<file path="config.mk">
export PLATFORM = sky130hd
export DESIGN_NAME = pc_epoch_redirect
export DESIGN_NICKNAME = d
export VERILOG_FILES = /design/src/rtl/rdr_pkg.sv /design/src/rtl/rdr_stage_chk.sv /design/src/rtl/rdr_arb.sv /design/src/rtl/rdr_fetch.sv /design/src/rtl/pc_epoch_redirect.sv
export SDC_FILE = /design/constraint.sdc
export NUM_CORES = 1
export LEC_CHECK = 0
export ABC_AREA = 0
export ABC_CLOCK_PERIOD_IN_PS = 2800
export BUFFER_PORTS_ARGS = -buffer_cell sky130_fd_sc_hd__buf_2
export CELL_PAD_IN_SITES_DETAIL_PLACEMENT = 1
export CELL_PAD_IN_SITES_GLOBAL_PLACEMENT = 1
export CORE_ASPECT_RATIO = 1.75
export CORE_MARGIN = 10
export CORE_UTILIZATION = 29
export CTS_CLUSTER_DIAMETER = 200
export CTS_CLUSTER_SIZE = 30
export DETAILED_ROUTE_END_ITERATION = 10
export PLACE_DENSITY_LB_ADDON = 0.25
export SLEW_MARGIN = 15
export SYNTH_ARGS = -nofsm -noshare
export SYNTH_HDL_FRONTEND = slang
export SYNTH_SLANG_ARGS = --single-unit
</file>
<file path="constraint.sdc">
create_clock -name clk -period 2.8 [get_ports clk]
set_input_delay 0.42 -clock clk [delete_from_list [all_inputs] [get_ports clk]]
set_output_delay 0.42 -clock clk [all_outputs]
set_load 0.005 [all_outputs]
</file>
<file path="src/rtl/rdr_pkg.sv">
package rdr_pkg;
   localparam int NSTG = 3;
   typedef enum int {
      STG_DEC = 0,
      STG_RRD = 1,
      STG_EXE = 2
   } stg_e;
endpackage

</file>
<file path="src/rtl/rdr_stage_chk.sv">
module rdr_stage_chk #(
   parameter int W       = 32,
   parameter bit CHK_DEP = 1'b0
) (
   input  logic         vld,
   input  logic         psn,
   input  logic         dtag,
   input  logic         etag,
   input  logic         cur_d,
   input  logic         cur_e,
   input  logic         res,
   input  logic [W-1:0] npc,
   input  logic [W-1:0] ppc,
   input  logic         kill_yng,
   output logic         want,
   output logic         kill
);
   logic stale;

   generate
      if (CHK_DEP) begin : g_both
         assign stale = (dtag != cur_d) || (etag != cur_e);
      end else begin : g_back
         assign stale = (etag != cur_e);
      end
   endgenerate

   assign want = vld && !psn && !stale && res && (npc != ppc);
   assign kill = vld && (psn || stale || kill_yng);
endmodule

</file>
<file path="src/rtl/rdr_arb.sv">
module rdr_arb #(
   parameter int W = 32,
   parameter int N = 3
) (
   input  logic [N-1:0]        want,
   input  logic [N-1:0][W-1:0] tgt,
   output logic [N-1:0]        grant,
   output logic [N-1:0]        yng,
   output logic                any,
   output logic [W-1:0]        sel
);
   generate
      if (N < 1) begin : g_bad_n
         $error("rdr_arb: N must be at least 1");
      end
      for (genvar i = 0; i < N; i++) begin : g_pri
         if (i == N - 1) begin : g_top
            assign yng[i] = 1'b0;
         end else begin : g_low
            assign yng[i] = |want[N-1:i+1];
         end
         assign grant[i] = want[i] && !yng[i];
      end
   endgenerate

   assign any = |want;

   always_comb begin
      sel = '0;
      for (int i = 0; i < N; i++) begin
         if (grant[i]) sel = tgt[i];
      end
   end
endmodule

</file>
<file path="src/rtl/rdr_fetch.sv">
module rdr_fetch #(
   parameter int          W      = 32,
   parameter logic [W-1:0] RST_PC = '0,
   parameter int          STEP   = 4
) (
   input  logic         clk,
   input  logic         rst_n,
   input  logic         rdy,
   input  logic         any,
   input  logic         dflip,
   input  logic         eflip,
   input  logic [W-1:0] tgt,
   output logic         vld,
   output logic [W-1:0] pc,
   output logic [W-1:0] ppc,
   output logic         dep,
   output logic         eep
);
   localparam logic [W-1:0] INC = W'(STEP);

   logic         run_q;
   logic [W-1:0] pc_q;
   logic         dep_q, eep_q;

   always_ff @(posedge clk or negedge rst_n) begin
      if (!rst_n) begin
         run_q <= 1'b0;
         pc_q  <= RST_PC;
         dep_q <= 1'b0;
         eep_q <= 1'b0;
      end else begin
         run_q <= 1'b1;
         if (any) begin
            pc_q  <= tgt;
            dep_q <= dep_q ^ dflip;
            eep_q <= eep_q ^ eflip;
         end else if (run_q && rdy) begin
            pc_q <= pc_q + INC;
         end
      end
   end

   assign vld = run_q;
   assign pc  = pc_q;
   assign ppc = pc_q + INC;
   assign dep = dep_q;
   assign eep = eep_q;

   p_stall_hold_r3: assert property (@(posedge clk) disable iff (!rst_n)
      (!rdy && !any) |=> ($stable(pc) && $stable(dep) && $stable(eep)));
   p_step_r2: assert property (@(posedge clk) disable iff (!rst_n)
      (vld && rdy && !any) |=> (pc == $past(pc) + INC));
   p_redir_pc_r12: assert property (@(posedge clk) disable iff (!rst_n)
      any |=> (pc == $past(tgt)));
endmodule

</file>
<file path="src/rtl/pc_epoch_redirect.sv">
module pc_epoch_redirect
   import rdr_pkg::*;
#(
   parameter int           XLEN   = 32,
   parameter logic [XLEN-1:0] RST_PC = '0,
   parameter int           STEP   = 4
) (
   input  logic                        clk,
   input  logic                        rst_n,
   input  logic                        f_rdy,
   output logic                        f_vld,
   output logic [XLEN-1:0]             f_pc,
   output logic [XLEN-1:0]             f_ppc,
   output logic                        f_dtag,
   output logic                        f_etag,
   input  logic [NSTG-1:0]             s_vld,
   input  logic [NSTG-1:0]             s_psn,
   input  logic [NSTG-1:0]             s_dtag,
   input  logic [NSTG-1:0]             s_etag,
   input  logic [NSTG-1:0]             s_res,
   input  logic [NSTG-1:0][XLEN-1:0]   s_ppc,
   input  logic [NSTG-1:0][XLEN-1:0]   s_npc,
   output logic [NSTG-1:0]             s_kill,
   output logic [NSTG-1:0]             s_redir,
   input  logic                        m_vld,
   input  logic                        m_psn,
   output logic                        m_act,
   input  logic                        w_vld,
   input  logic                        w_psn,
   output logic                        w_commit
);
   generate
      if (XLEN < 8) begin : g_bad_xlen
         $error("pc_epoch_redirect: XLEN too small");
      end
      if (STEP <= 0) begin : g_bad_step
         $error("pc_epoch_redirect: STEP must be positive");
      end
   endgenerate

   logic [NSTG-1:0] want, yng, grant;
   logic            any;
   logic [XLEN-1:0] tgt;
   logic            dflip, eflip;

   generate
      for (genvar i = 0; i < NSTG; i++) begin : g_stg
         rdr_stage_chk #(
            .W       (XLEN),
            .CHK_DEP (i == int'(STG_DEC))
         ) u_chk (
            .vld      (s_vld[i]),
            .psn      (s_psn[i]),
            .dtag     (s_dtag[i]),
            .etag     (s_etag[i]),
            .cur_d    (f_dtag),
            .cur_e    (f_etag),
            .res      (s_res[i]),
            .npc      (s_npc[i]),
            .ppc      (s_ppc[i]),
            .kill_yng (yng[i]),
            .want     (want[i]),
            .kill     (s_kill[i])
         );
      end
   endgenerate

   rdr_arb #(.W(XLEN), .N(NSTG)) u_arb (
      .want  (want),
      .tgt   (s_npc),
      .grant (grant),
      .yng   (yng),
      .any   (any),
      .sel   (tgt)
   );

   assign dflip = grant[STG_DEC] || grant[STG_RRD];
   assign eflip = grant[STG_EXE];

   rdr_fetch #(.W(XLEN), .RST_PC(RST_PC), .STEP(STEP)) u_fetch (
      .clk   (clk),
      .rst_n (rst_n),
      .rdy   (f_rdy),
      .any   (any),
      .dflip (dflip),
      .eflip (eflip),
      .tgt   (tgt),
      .vld   (f_vld),
      .pc    (f_pc),
      .ppc   (f_ppc),
      .dep   (f_dtag),
      .eep   (f_etag)
   );

   assign s_redir  = grant;
   assign m_act    = m_vld && !m_psn;
   assign w_commit = w_vld && !w_psn;

   p_onehot_r8: assert property (@(posedge clk) disable iff (!rst_n)
      $onehot0(s_redir));
   p_exe_epoch_r6: assert property (@(posedge clk) disable iff (!rst_n)
      s_redir[STG_EXE] |=> (f_etag != $past(f_etag)) && (f_dtag == $past(f_dtag)));
   p_front_epoch_r4: assert property (@(posedge clk) disable iff (!rst_n)
      (s_redir[STG_DEC] || s_redir[STG_RRD]) |=>
         (f_dtag != $past(f_dtag)) && (f_etag == $past(f_etag)));
   p_psn_quiet_r10: assert property (@(posedge clk) disable iff (!rst_n)
      (s_vld[STG_EXE] && s_psn[STG_EXE]) |-> (s_kill[STG_EXE] && !s_redir[STG_EXE]));
   p_no_wrong_commit_r11: assert property (@(posedge clk) disable iff (!rst_n)
      (w_commit || m_act) |-> !((w_commit && w_psn) || (m_act && m_psn)));
endmodule

</file>
-- Word-level counts from Yosys, hierarchy flattened
Index checks and enable logic that the tools add are counted.
- register bits after elaboration: 35
- bits of input ports: 214
- output and inout port bits: 75
- $add $sub $neg: 1
- equality and inequality tests: 7
- mux-type cells: 5
- bitwise operators: 2
- reductions and logical operators: 40
- operators by type and width (operator ; count):
    32-bit 2-to-1 mux ; 5
    32-bit inequality test ; 3
    32-bit by 3-bit adder with 32-bit output, second input constant ; 1
    1-bit logical AND ; 20
    1-bit zero test ; 10
    1-bit logical OR ; 7
    1-bit inequality test ; 4
    3-bit OR reduction ; 1
    2-bit nonzero test ; 1
    2-bit OR reduction ; 1
    1-bit bitwise XOR ; 2

-- Logic depth before layout (Yosys ltp)
- depth after elaboration: 12
- mapped depth: 9
- depth with buffers taken out: 8

-- By module
A second synthesis with hierarchy kept.
- cells, all modules: 605
- area total of the unflattened synthesis: 4933.5 um2
- modules (own cells, without submodules) (module ; times used ; cells each ; area each (um2) ; sequential area each (um2)):
    rdr_fetch ; 1 ; 307 ; 2521.2 ; 875.8
    rdr_arb ; 1 ; 155 ; 1258.7 ; 0.0
    rdr_stage_chk (g_stg[1].u_chk ...) ; 2 ; 46 ; 374.1 ; 0.0
    rdr_stage_chk (g_stg[0].u_chk) ; 1 ; 48 ; 386.6 ; 0.0
    pc_epoch_redirect ; 1 ; 3 ; 18.8 ; 0.0

-- Worst setup path after synthesis
OpenSTA, ideal clock, no wires.
- path type: register to output
- start point: reg u_fetch.pc_q[2] (netlist: u_fetch.pc[2])
- end point: out f_ppc[28]
- arrival time: 2.019 ns
- required time: 2.380 ns
- slack: 0.361 ns
- cell stages (with the launch flop): 7
- path buffers: 0
- path through: dfrtp_1 > ha_1 > nand4_1 > or4_1 > nor4_1 > nand3_1 > xnor2_1
- longest elaborated chain between the ends: 1
- ends and longest elaborated chain (item ; RTL line ; source):
    start: declaration ; rdr_fetch.sv:22 ; logic [W-1:0] pc_q;
    start signal: assignment ; rdr_fetch.sv:34 ; pc_q <= tgt;
    start signal: assignment ; rdr_fetch.sv:38 ; pc_q <= pc_q + INC;
    32-bit by 3-bit adder with 32-bit output ; rdr_fetch.sv:45 ; assign ppc = pc_q + INC;
    end: declaration ; pc_epoch_redirect.sv:13 ; output logic [XLEN-1:0] f_ppc,
Every way passes these cells.

-- Final worst setup path
- start point: in s_npc[77] (netlist name)
- end point: out s_redir[1]
- longest elaborated chain between the ends: 4
- ends and longest elaborated chain (item ; RTL line ; source):
    start: declaration ; pc_epoch_redirect.sv:22 ; input logic [NSTG-1:0][XLEN-1:0] s_npc,
    32-bit inequality test ; rdr_stage_chk.sv:28 ; assign want = vld && !psn && !stale && res && (npc != ppc);
    1-bit logical AND ; rdr_stage_chk.sv:28 ;
    1-bit zero test ; rdr_arb.sv:22 ; assign grant[i] = want[i] && !yng[i];
    1-bit logical AND ; rdr_arb.sv:22 ;
    end: declaration ; pc_epoch_redirect.sv:24 ; output logic [NSTG-1:0] s_redir,
Every way passes these cells.

==> results.md <==
* Status: finished, final reports clean
* Vias in the first global route at 6178
* Yosys cell types at 56
* Syn-to-layout area delta at 53.25%
* Pre-antenna DRT Iters at 4
* CTS Buf Count at 5
* Post-synthesis cell count at 508
* Die ar. at 20110 µm²
* Slowest cell on the critical path: nor4_4
* CP Class: in2out
* Worst Path Max Fanout at 7
* Num rows at 58
* Syn Area/Cell at 8.377 µm²
* Core Util, Final at 0.4538
* Max Cap Viol at 0
* Critical Path End: s_redir[1]
* 1st-iter DRT viols at 165
* Fin. Hold Viols at 0
* Max stage delay on crit path at 0.49 ns
* Cell taking the most area after synthesis: xor2_1
* Routed len/inst at 24.20 µm
* Top cell by count, worst path: buf_2
* Pin count of the biggest net entering global routing at 36
* Startpoint types: primary input
* Synth top area share at 0.2532
* Worst skew pair latency at 0.29 ns
* Min cycle time layout at 2.768 ns
* WP data required at 2.38 ns
* Crit-path cells: buf_2, xor2_1, nor4_4, buf_4, nand4_1, o2111ai_4, clkinv_4, buf_6, nor2_2, buf_2
* Starting Density at 0.2962
* Die Y at 180.2 µm
* Peak VDD IR at 236.7 µV
* Final Routed Wirelength at 24.47 mm
* Via count at 5351
* Placer congestion estimate at 0.9155
* Root Buffer: clkbuf_16
* Fillers at 1831
* Ports at 289
* Vias per inst at 5.293
* CTS tree: done
* Worst EP arrival at 2.35 ns
* Register area share after synthesis at 0.2058
* Multi-input gate area at 3243 µm²
* Clock Path Buffers at 2
* Final period utilization at 0.9886
* Clock Skews at 0.008639 ns
* Relative slew slack at 0.3997
* Worst r2r path cells at 8
* Most frequent cell after synthesis: xor2_1
* Final #Nets at 1042
* Post-CTS Hold Buffers at 0
* DRC Markers at 0
* Total track usage at 0.2268
* Register Area at 880.8 µm²
* Clock Sinks at 35
* Share of layout cells above drive strength 1 at 0.4855
* Syn_nets at 723
* Post-synthesis register bit count at 35
* H-tree Lvls at 2
* RR Endpoint: u_fetch.pc[19]$_DFFE_PN0P_
* Power per cell area at 610.7 nW/µm²
* Max-slew violations at 0
* Input/output buffers at 286
* Worst path top cell family by delay: simple AND/OR/NAND/NOR gates
* Core Footprint at 14370 µm²
* HPWL after DPL at 21.49 mm
* ANT nets after route at 0
* Gr ovfl total at 0
* Synth Flop Type: dfrtp_1
* Worst-margin pin slew at 0.9005 ns
* Fmax at 0.3613 GHz
* Syn Std Cell Area at 4255 µm²
* Final Setup Violations at 0
* Clock-pin slew on the worst setup and hold paths at 0.06 ns
* Initial antenna violation count at 2
* Synth top area cells: xor2_1, dfrtp_1, xnor2_1
* Yosys warning count at 0
* Buffers and inverters on the worst path at 5
* Hold Crit Class: in2async
* Total power at 3.983 mW
* Worst Setup SP: s_npc[77]
* Leakage at 3.132 nW
* First-pass GRT wire length at 36.00 mm
* RSZ-0062 raised after global routing: true
* Synth async-reset ratio at 1.000
* Die span in x at 111.6 µm
* FF-to-FF Start: u_fetch.eep$_DFFE_PN0N_
* Worst path depth at 10
* Post-synth EDFFs at 0
* CP endpoint kind: primary output
* R2r setup slk at 0.26 ns
* List of most frequent post-synthesis cells: xor2_1, dfrtp_1, nor2_1
==> how the worst min path moves through the flow <==
stage,cells past startpoint,from,endpoint
after floorplan,0,rst_n,u_fetch.dep$_DFFE_PN0N_
after CTS,1,rst_n,u_fetch.pc[1]$_DFFE_PN0P_
final,1,rst_n,u_fetch.pc[16]$_DFFE_PN0P_
after global placement,1,u_fetch.dep$_DFFE_PN0N_,u_fetch.dep$_DFFE_PN0N_
after detailed placement,1,u_fetch.pc[31]$_DFFE_PN0P_,u_fetch.pc[31]$_DFFE_PN0P_
after global routing,1,rst_n,u_fetch.pc[19]$_DFFE_PN0P_
==> layout make-up <==
class	count	area share
Antenna cell	3	0.001151
Tap cell	180	0.03454
Timing Repair Buffer	347	0.2991
Clock buffer	7	0.02341
Multi-Input combinational cell	425	0.4973
Sequential cell	35	0.1351
Inverter	13	0.008250
Clock inverter	1	0.001151
==> logic make-up (layout without fill, tap and decap cells) <==
| logic type | Yosys count | after routing | synth area share |
|---|---|---|---|
| AOI/OAI and AO/OA | 119 | 119 | 0.2138 |
| xor gates and xnor gates | 144 | 144 | 0.2964 |
| adders and majority gates | 1 | 1 | 0.002940 |
| buffers and inverters | 48 | 368 | 0.05557 |
| DFF | 35 | 35 | 0.2058 |
| other | 1 | 4 | 0.0008812 |
| and+or+nand+nor | 160 | 160 | 0.2246 |
==> state kept, by name (all words and copies together) (netlist names) <==
| signal | cells |
|---|---|
| u_fetch.pc | 32 |
| u_fetch.dep | 1 |
| u_fetch.eep | 1 |
| u_fetch.vld | 1 |
==> routing by layer <==
metal  share of wire  global-route usage  routed length [µm]
met4           0.058              0.1415                1416
met3           0.056             0.04933                1364
met1            0.32              0.2008                7913
met5               0                   0                   0
met2            0.56              0.4429               13770
==> worst reg2reg max path: stages (launching register included) <==
cell,delay [ns]
dfrtp_1,0.47
xor2_1,0.20
nor3_1,0.22
and3_1,0.23
o21a_1,0.45
nand2_1,0.19
buf_12,0.19
o22a_1,0.22
o221a_2,0.25
==> cell usage in the layout, fill, tap and decap left out, types with 4 or more instances in the layout <==
cell type,netlist,layout
and3_1,12,12
a22oi_1,6,6
a2bb2oi_1,8,8
buf_4,6,54
nor4_1,21,13
and2_1,5,5
o32ai_1,5,5
nor2_1,34,32
dfrtp_1,35,31
o21ai_1,5,5
nand3_1,18,17
clkbuf_16,0,5
a21oi_1,12,12
dfrtp_2,0,4
a311oi_1,8,7
o211ai_1,8,8
buf_12,0,4
nand4_1,11,11
xor2_1,123,123
o22ai_1,11,11
o311ai_0,8,8
o221ai_1,6,6
inv_1,12,12
o21ai_0,15,15
nand2_1,28,27
o21a_1,10,10
buf_2,8,286
xnor2_1,21,21
nor4_2,9,16
==> power by group <==
group	switching (mW)	leakage, nW	internal [mW]
registers	0.343	0.410	0.723
clock network	0.232	0.0762	0.379
logic	1.20	2.65	1.11
==> timing repair <==
item,in CTS,in global routing
resized for setup,10,17
pin swaps,4,5
setup endpoints to repair,34,20
setup buffers,1,5
hold endpoints to repair,0,0
==> stage by stage <==
stage / setup TNS [ns] / hold WS (ns) / area, µm² / worst slack (ns) / std cells
6_report: 0 / 0.2594 / 6521 / 0.03190 / 1011
5_1_grt: -0.1396 / 0.3208 / 6521 / -0.03608 / 1011
4_1_cts: 0 / 0.2836 / 6394 / 0.007624 / 1003
3_5_place_dp: -15.36 / 0.5683 / 6187 / -0.5179 / 994
3_3_place_gp: -14.53 / 0.5699 / 6187 / -0.5111 / 994
2_1_floorplan: 0 / 0.1244 / 4255 / 0.3605 / 508
(Power assumes the default switching activity.)
